## src/rtl/adc_rd_pkg.sv

```systemverilog
package adc_rd_pkg;

    localparam int RES_W    = 10;
    localparam int PIN_W    = 3;
    localparam int BYTE_W   = 8;
    localparam int HI_BITS  = RES_W - 6;
    localparam logic [3:0] DEV_CODE = 4'b1001;

    typedef enum logic [2:0] {
        ST_IDLE,
        ST_ADDR,
        ST_ACK_DRV,
        ST_ACK_HOLD,
        ST_WAIT,
        ST_TX,
        ST_MACK
    } rd_state_t;

    typedef struct packed {
        logic scl_s;
        logic sda_s;
        logic scl_rise;
        logic scl_fall;
        logic start_det;
        logic stop_det;
    } bus_ev_t;

    function automatic logic addr_hit(input logic [BYTE_W-1:0] b,
                                      input logic [PIN_W-1:0]  pins);
        return (b[7:4] == DEV_CODE) && (b[3:1] == pins);
    endfunction

    function automatic logic [BYTE_W-1:0] hi_byte(input logic [RES_W-1:0] r);
        return {{(BYTE_W-HI_BITS){1'b0}}, r[RES_W-1:6]};
    endfunction

    function automatic logic [BYTE_W-1:0] lo_byte(input logic [RES_W-1:0] r);
        return {r[5:0], 2'b00};
    endfunction

endpackage

```

## src/rtl/adc_rd_bus_sync.sv

```systemverilog
module adc_rd_bus_sync
    import adc_rd_pkg::*;
#(
    parameter int STAGES = 2
) (
    input  logic    clk,
    input  logic    rst,
    input  logic    scl_in,
    input  logic    sda_in,
    output bus_ev_t ev
);
    logic [STAGES-1:0] scl_pipe, sda_pipe;
    logic              scl_q, sda_q;

    always_ff @(posedge clk) begin
        if (rst) begin
            scl_pipe <= '1;
            sda_pipe <= '1;
            scl_q    <= 1'b1;
            sda_q    <= 1'b1;
        end else begin
            scl_pipe <= {scl_pipe[STAGES-2:0], scl_in};
            sda_pipe <= {sda_pipe[STAGES-2:0], sda_in};
            scl_q    <= scl_pipe[STAGES-1];
            sda_q    <= sda_pipe[STAGES-1];
        end
    end

    always_comb begin
        ev.scl_s     = scl_pipe[STAGES-1];
        ev.sda_s     = sda_pipe[STAGES-1];
        ev.scl_rise  = ev.scl_s & ~scl_q;
        ev.scl_fall  = ~ev.scl_s & scl_q;
        ev.start_det = ev.scl_s & scl_q & sda_q & ~ev.sda_s;
        ev.stop_det  = ev.scl_s & scl_q & ~sda_q & ev.sda_s;
    end
endmodule

```

## src/rtl/adc_rd_conv_if.sv

```systemverilog
module adc_rd_conv_if
    import adc_rd_pkg::*;
(
    input  logic             clk,
    input  logic             rst,
    input  logic             start,
    input  logic             done,
    input  logic [RES_W-1:0] result,
    output logic             ready,
    output logic [RES_W-1:0] res_q
);
    logic busy;

    always_ff @(posedge clk) begin
        if (rst) begin
            busy  <= 1'b0;
            ready <= 1'b0;
            res_q <= '0;
        end else if (start) begin
            busy  <= 1'b1;
            ready <= 1'b0;
        end else if (done && busy) begin
            busy  <= 1'b0;
            ready <= 1'b1;
            res_q <= result;
        end
    end

    // a result only becomes ready on a converter done pulse
    assert_ready_from_done_R9: assert property (@(posedge clk) disable iff (rst)
        $rose(ready) |-> $past(done));
endmodule

```

## src/rtl/adc_rd_ctrl.sv

```systemverilog
module adc_rd_ctrl
    import adc_rd_pkg::*;
(
    input  logic             clk,
    input  logic             rst,
    input  bus_ev_t          ev,
    input  logic [PIN_W-1:0] addr_sel,
    input  logic             ready,
    input  logic [RES_W-1:0] res_q,
    output logic             sda_oe,
    output logic             scl_oe,
    output logic             conv_start
);
    rd_state_t         state;
    logic [2:0]        bit_cnt;
    logic [BYTE_W-1:0] sh;
    logic              rw_q, lower_q, mack_q;

    always_ff @(posedge clk) begin
        conv_start <= 1'b0;
        if (rst) begin
            state   <= ST_IDLE;
            bit_cnt <= '0;
            sh      <= '0;
            rw_q    <= 1'b0;
            lower_q <= 1'b0;
            mack_q  <= 1'b0;
        end else if (ev.stop_det) begin
            state <= ST_IDLE;
        end else if (ev.start_det) begin
            state   <= ST_ADDR;
            bit_cnt <= '0;
        end else begin
            unique case (state)
                ST_IDLE: ;
                ST_ADDR: if (ev.scl_rise) begin
                    sh      <= {sh[6:0], ev.sda_s};
                    bit_cnt <= bit_cnt + 3'd1;
                    if (bit_cnt == 3'd7) begin
                        if (addr_hit({sh[6:0], ev.sda_s}, addr_sel)) begin
                            rw_q  <= ev.sda_s;
                            state <= ST_ACK_DRV;
                        end else begin
                            state <= ST_IDLE;
                        end
                    end
                end
                ST_ACK_DRV: if (ev.scl_fall) begin
                    state <= ST_ACK_HOLD;
                    if (rw_q) conv_start <= 1'b1;
                end
                ST_ACK_HOLD: if (ev.scl_fall) begin
                    lower_q <= 1'b0;
                    bit_cnt <= '0;
                    if (!rw_q) begin
                        state <= ST_IDLE;
                    end else if (ready) begin
                        sh    <= hi_byte(res_q);
                        state <= ST_TX;
                    end else begin
                        state <= ST_WAIT;
                    end
                end
                ST_WAIT: if (ready) begin
                    sh      <= hi_byte(res_q);
                    bit_cnt <= '0;
                    state   <= ST_TX;
                end
                ST_TX: if (ev.scl_fall) begin
                    if (bit_cnt == 3'd7) begin
                        state <= ST_MACK;
                    end else begin
                        sh      <= {sh[6:0], 1'b0};
                        bit_cnt <= bit_cnt + 3'd1;
                    end
                end
                ST_MACK: begin
                    if (ev.scl_rise) begin
                        mack_q <= ~ev.sda_s;
                        if (!ev.sda_s && lower_q) conv_start <= 1'b1;
                    end
                    if (ev.scl_fall) begin
                        bit_cnt <= '0;
                        if (!mack_q) begin
                            state <= ST_IDLE;
                        end else if (!lower_q) begin
                            lower_q <= 1'b1;
                            sh      <= lo_byte(res_q);
                            state   <= ST_TX;
                        end else begin
                            lower_q <= 1'b0;
                            state   <= ST_WAIT;
                        end
                    end
                end
                default: state <= ST_IDLE;
            endcase
        end
    end

    assign sda_oe = (state == ST_ACK_HOLD) || ((state == ST_TX) && !sh[7]);
    assign scl_oe = (state == ST_WAIT);

    // SDA drive may only move while the sampled clock is low
    assert_sda_quiet_high_R12: assert property (@(posedge clk) disable iff (rst)
        (ev.scl_s && $past(ev.scl_s)) |-> $stable(sda_oe));
    // a started conversion invalidates the previous result
    assert_start_clears_ready_R4: assert property (@(posedge clk) disable iff (rst)
        conv_start |=> !ready);
    // stretching ends once the result is ready
    assert_stretch_release_R9: assert property (@(posedge clk) disable iff (rst)
        (scl_oe && ready) |=> !scl_oe);
    // a write address never converts or stretches
    assert_write_no_conv_R5: assert property (@(posedge clk) disable iff (rst)
        (conv_start || scl_oe) |-> rw_q);
endmodule

```

## src/rtl/adc_i2c_reader.sv

```systemverilog
module adc_i2c_reader
    import adc_rd_pkg::*;
#(
    parameter int SYNC_STAGES = 2
) (
    input  logic             clk,
    input  logic             rst,
    input  logic [PIN_W-1:0] addr_sel,
    input  logic             scl_in,
    input  logic             sda_in,
    output logic             sda_oe,
    output logic             scl_oe,
    output logic             conv_start,
    input  logic             conv_done,
    input  logic [RES_W-1:0] conv_result
);
    bus_ev_t          ev;
    logic             ready;
    logic [RES_W-1:0] res_q;

    adc_rd_bus_sync #(.STAGES(SYNC_STAGES)) u_sync (
        .clk(clk), .rst(rst), .scl_in(scl_in), .sda_in(sda_in), .ev(ev)
    );

    adc_rd_conv_if u_conv (
        .clk(clk), .rst(rst), .start(conv_start), .done(conv_done),
        .result(conv_result), .ready(ready), .res_q(res_q)
    );

    adc_rd_ctrl u_ctrl (
        .clk(clk), .rst(rst), .ev(ev), .addr_sel(addr_sel), .ready(ready),
        .res_q(res_q), .sda_oe(sda_oe), .scl_oe(scl_oe), .conv_start(conv_start)
    );
endmodule

```

## config.mk

```make
export PLATFORM = sky130hd
export DESIGN_NAME = adc_i2c_reader
export DESIGN_NICKNAME = d
export VERILOG_FILES = /design/src/rtl/adc_rd_pkg.sv /design/src/rtl/adc_rd_bus_sync.sv /design/src/rtl/adc_rd_conv_if.sv /design/src/rtl/adc_rd_ctrl.sv /design/src/rtl/adc_i2c_reader.sv
export SDC_FILE = /design/constraint.sdc
export NUM_CORES = 1
export LEC_CHECK = 0
export BUFFER_PORTS_ARGS = -buffer_cell sky130_fd_sc_hd__buf_2
export CORE_UTILIZATION = 60
export DETAILED_ROUTE_END_ITERATION = 12
export GPL_TIMING_DRIVEN = 0
export PLACE_DENSITY = 0.82
export SLEW_MARGIN = 15
export SYNTH_ARGS = -nofsm -noshare
export SYNTH_HDL_FRONTEND = slang
export SYNTH_HIERARCHICAL = 1
export SYNTH_SLANG_ARGS = --single-unit
```

## constraint.sdc

```tcl
create_clock -name clk -period 5.72 [get_ports clk]
set_input_delay 0.286 -clock clk [delete_from_list [all_inputs] [get_ports clk]]
set_output_delay 0.286 -clock clk [all_outputs]
set_load 0.05 [all_outputs]
```

==> metrics.txt <==
RSZ-0062 raised after global routing no; LEAKAGE 0.820 nW; routed len/inst 14.9 um; largest net degree at the start of global routing 15; max_slew headroom 54.1%; VDD IR max 0.139 mV; post-cts hold buffer count 0; Crit Path Max Fanout 10; number of diodes 0; First-pass DRT Iterations 5; vias in the first global route 1561; die extent in y 60.9 um; H-Tree Depth 2; Synth Warn # 6; row count 21; R2R setup slack 3430 ps; slowest stage delay, CP 440 ps; antenna violations before repair 0; hold_sp scl_in; Max Buffers Root-to-Sink 2; first-pass GRT wire length 7230 um; Hold Path Cell Cnt 2; Setup CP Type reg -> out; gr ovfl total 0; Hold Path End u_sync/scl_pipe[0]; initial drt markers 140; Avg Cell Area, Syn 8.75 um2; DIE WIDTH 60.9 um; vias per cell 5.90; RePlAce Congestion 0.933; Skew-Pair Late Insertion Delay 340 ps; outcome finished clean; Post-DRT Antenna Nets 0; area of the mapped netlist 2080 um2; worst path cell trace clkbuf_1 -> buf_2 -> clkbuf_1 -> nor2_1 -> nand2_1 -> a21boi_0 -> buf_2; core footprint 3340 um2; post-synthesis cell count 238; Worst R2R Path Depth 6; Post-CTS Setup Bufs 0; power per cell area 186 nW/um2; PostCTS Resize Cnt 0; vias post-DR 1836; nets 286; Fin Setup TNS 0 ps; final hold violation count 0; total track usage 27.0%; clock transition at the registers of the reported paths 110 ps; R2R Path Start u_sync/scl_q; Max-Cap Viols 0; Max Slew Vio Count 0; Slew @ Worst Pin 671 ps; I/O pin cnt 21; DP HPWL 3300 um; die area 3710 um2; Hold WC Path Type in -> reg; syn nets 259; CTS tree done; Reg-to-Reg End u_ctrl/sh[1]; CP max stage cell dfxtp_1; Setup violations, final 0; Total Wirelength 4640 um; WP data arrival 2270 ps; Area growth syn-to-layout 9.98%; root buf cell clkbuf_4; Port Buffers 20; Critical Path RT 5430 ps; maximum clock frequency 391 MHz; total power draw 427 uW; Starting Density 62.4%; crit end category output pin; period utilisation layout 44.7%; DRC Markers 0; Setup WS pre-CTS 3480 ps; Layout Skew 11.2 ps; number of CTS-inserted buffers 5; shortest period the worst path allows 2560 ps; clock sink count 36; Final WS setup 3160 ps; crit path launch type register; share of layout cells above drive strength 1 17.0%
[metal layers]
layer  share of wire (%)  routed length, um  vias up  global-route usage, %
met3                 7.7                359        8                   6.40
met5                   0                  0        -                      0
met1                  46               2150      822                   37.2
li1                    -                  -      921                      -
met2                  45               2070       85                   41.8
met4                 1.1                 51        0                   9.09
[worst max-delay path by stage]
stage,start,end,slack (ps),cells after the start
floorplan,u_ctrl/state[1],sda_oe,3260,6
detailed placement,u_sync/scl_q,u_ctrl/sh[1],3480,6
global placement,u_sync/scl_q,u_ctrl/sh[1],3500,6
global route,u_ctrl/state[1],sda_oe,3000,7
finish,u_ctrl/state[1],sda_oe,3160,7
CTS,u_ctrl/state[1],sda_oe,3170,7
[registers in the layout (all words and copies together) (netlist names), 2 cells and up]
signal and flops:
u_conv/res_q 10, u_ctrl/sh 8, u_sync/sda_pipe 2, u_sync/scl_pipe 2, u_ctrl/state 3, u_ctrl/bit_cnt 3
[where the power goes]
part	switching (mW)	total, mW	leakage (nW)	internal [mW]
logic	0.0219	0.0403	0.501	0.0183
registers	0.00336	0.258	0.291	0.254
clock network	0.0839	0.129	0.0271	0.0448
[layout make-up]
| class | instances | area, um2 |
|---|---|---|
| tap | 46 | 57.6 |
| clock inverter | 2 | 12.5 |
| inverter | 6 | 22.5 |
| timing repair buffer | 20 | 100 |
| buffer | 16 | 85.1 |
| clock buffer | 5 | 37.5 |
| fill | 291 | 1050 |
| multi-input combinational | 180 | 1250 |
| sequential | 36 | 721 |
[cell usage in the layout (no fill, tap or decap), types with 4 or more instances in the layout]
cell / count
nor2_1: 13
clkbuf_4: 5
dfxtp_1: 36
mux2i_1: 12
a22oi_1: 5
a21oi_1: 11
or2_1: 6
clkbuf_1: 7
o21ai_0: 14
nand2b_1: 29
nor3b_1: 4
inv_1: 6
nand2_1: 7
or3_1: 6
nor2b_1: 7
buf_2: 25
nor3_1: 5
a211oi_1: 5
[worst max-delay path: cells and delay by family (launching register included)]
family,cells,cell delay [ps]
AO/OA/AOI/OAI,1,70
buffers and inverters,4,1250
AND/OR/NAND/NOR,2,170
flip-flops,1,440
[through the flow]
step / instance area (um2) / util, % / hold slack [ps] / cells
floorplan: 2080 / - / 383 / 238
global placement: 2240 / 67.1 / 386 / 304
detailed placement: 2240 / 67.1 / 395 / 304
CTS: 2290 / 68.6 / 110 / 311
global route: 2290 / 68.6 / 101 / 311
finish: 2290 / 68.6 / 129 / 311
Note: power is estimated with default switching activity, not from simulation.
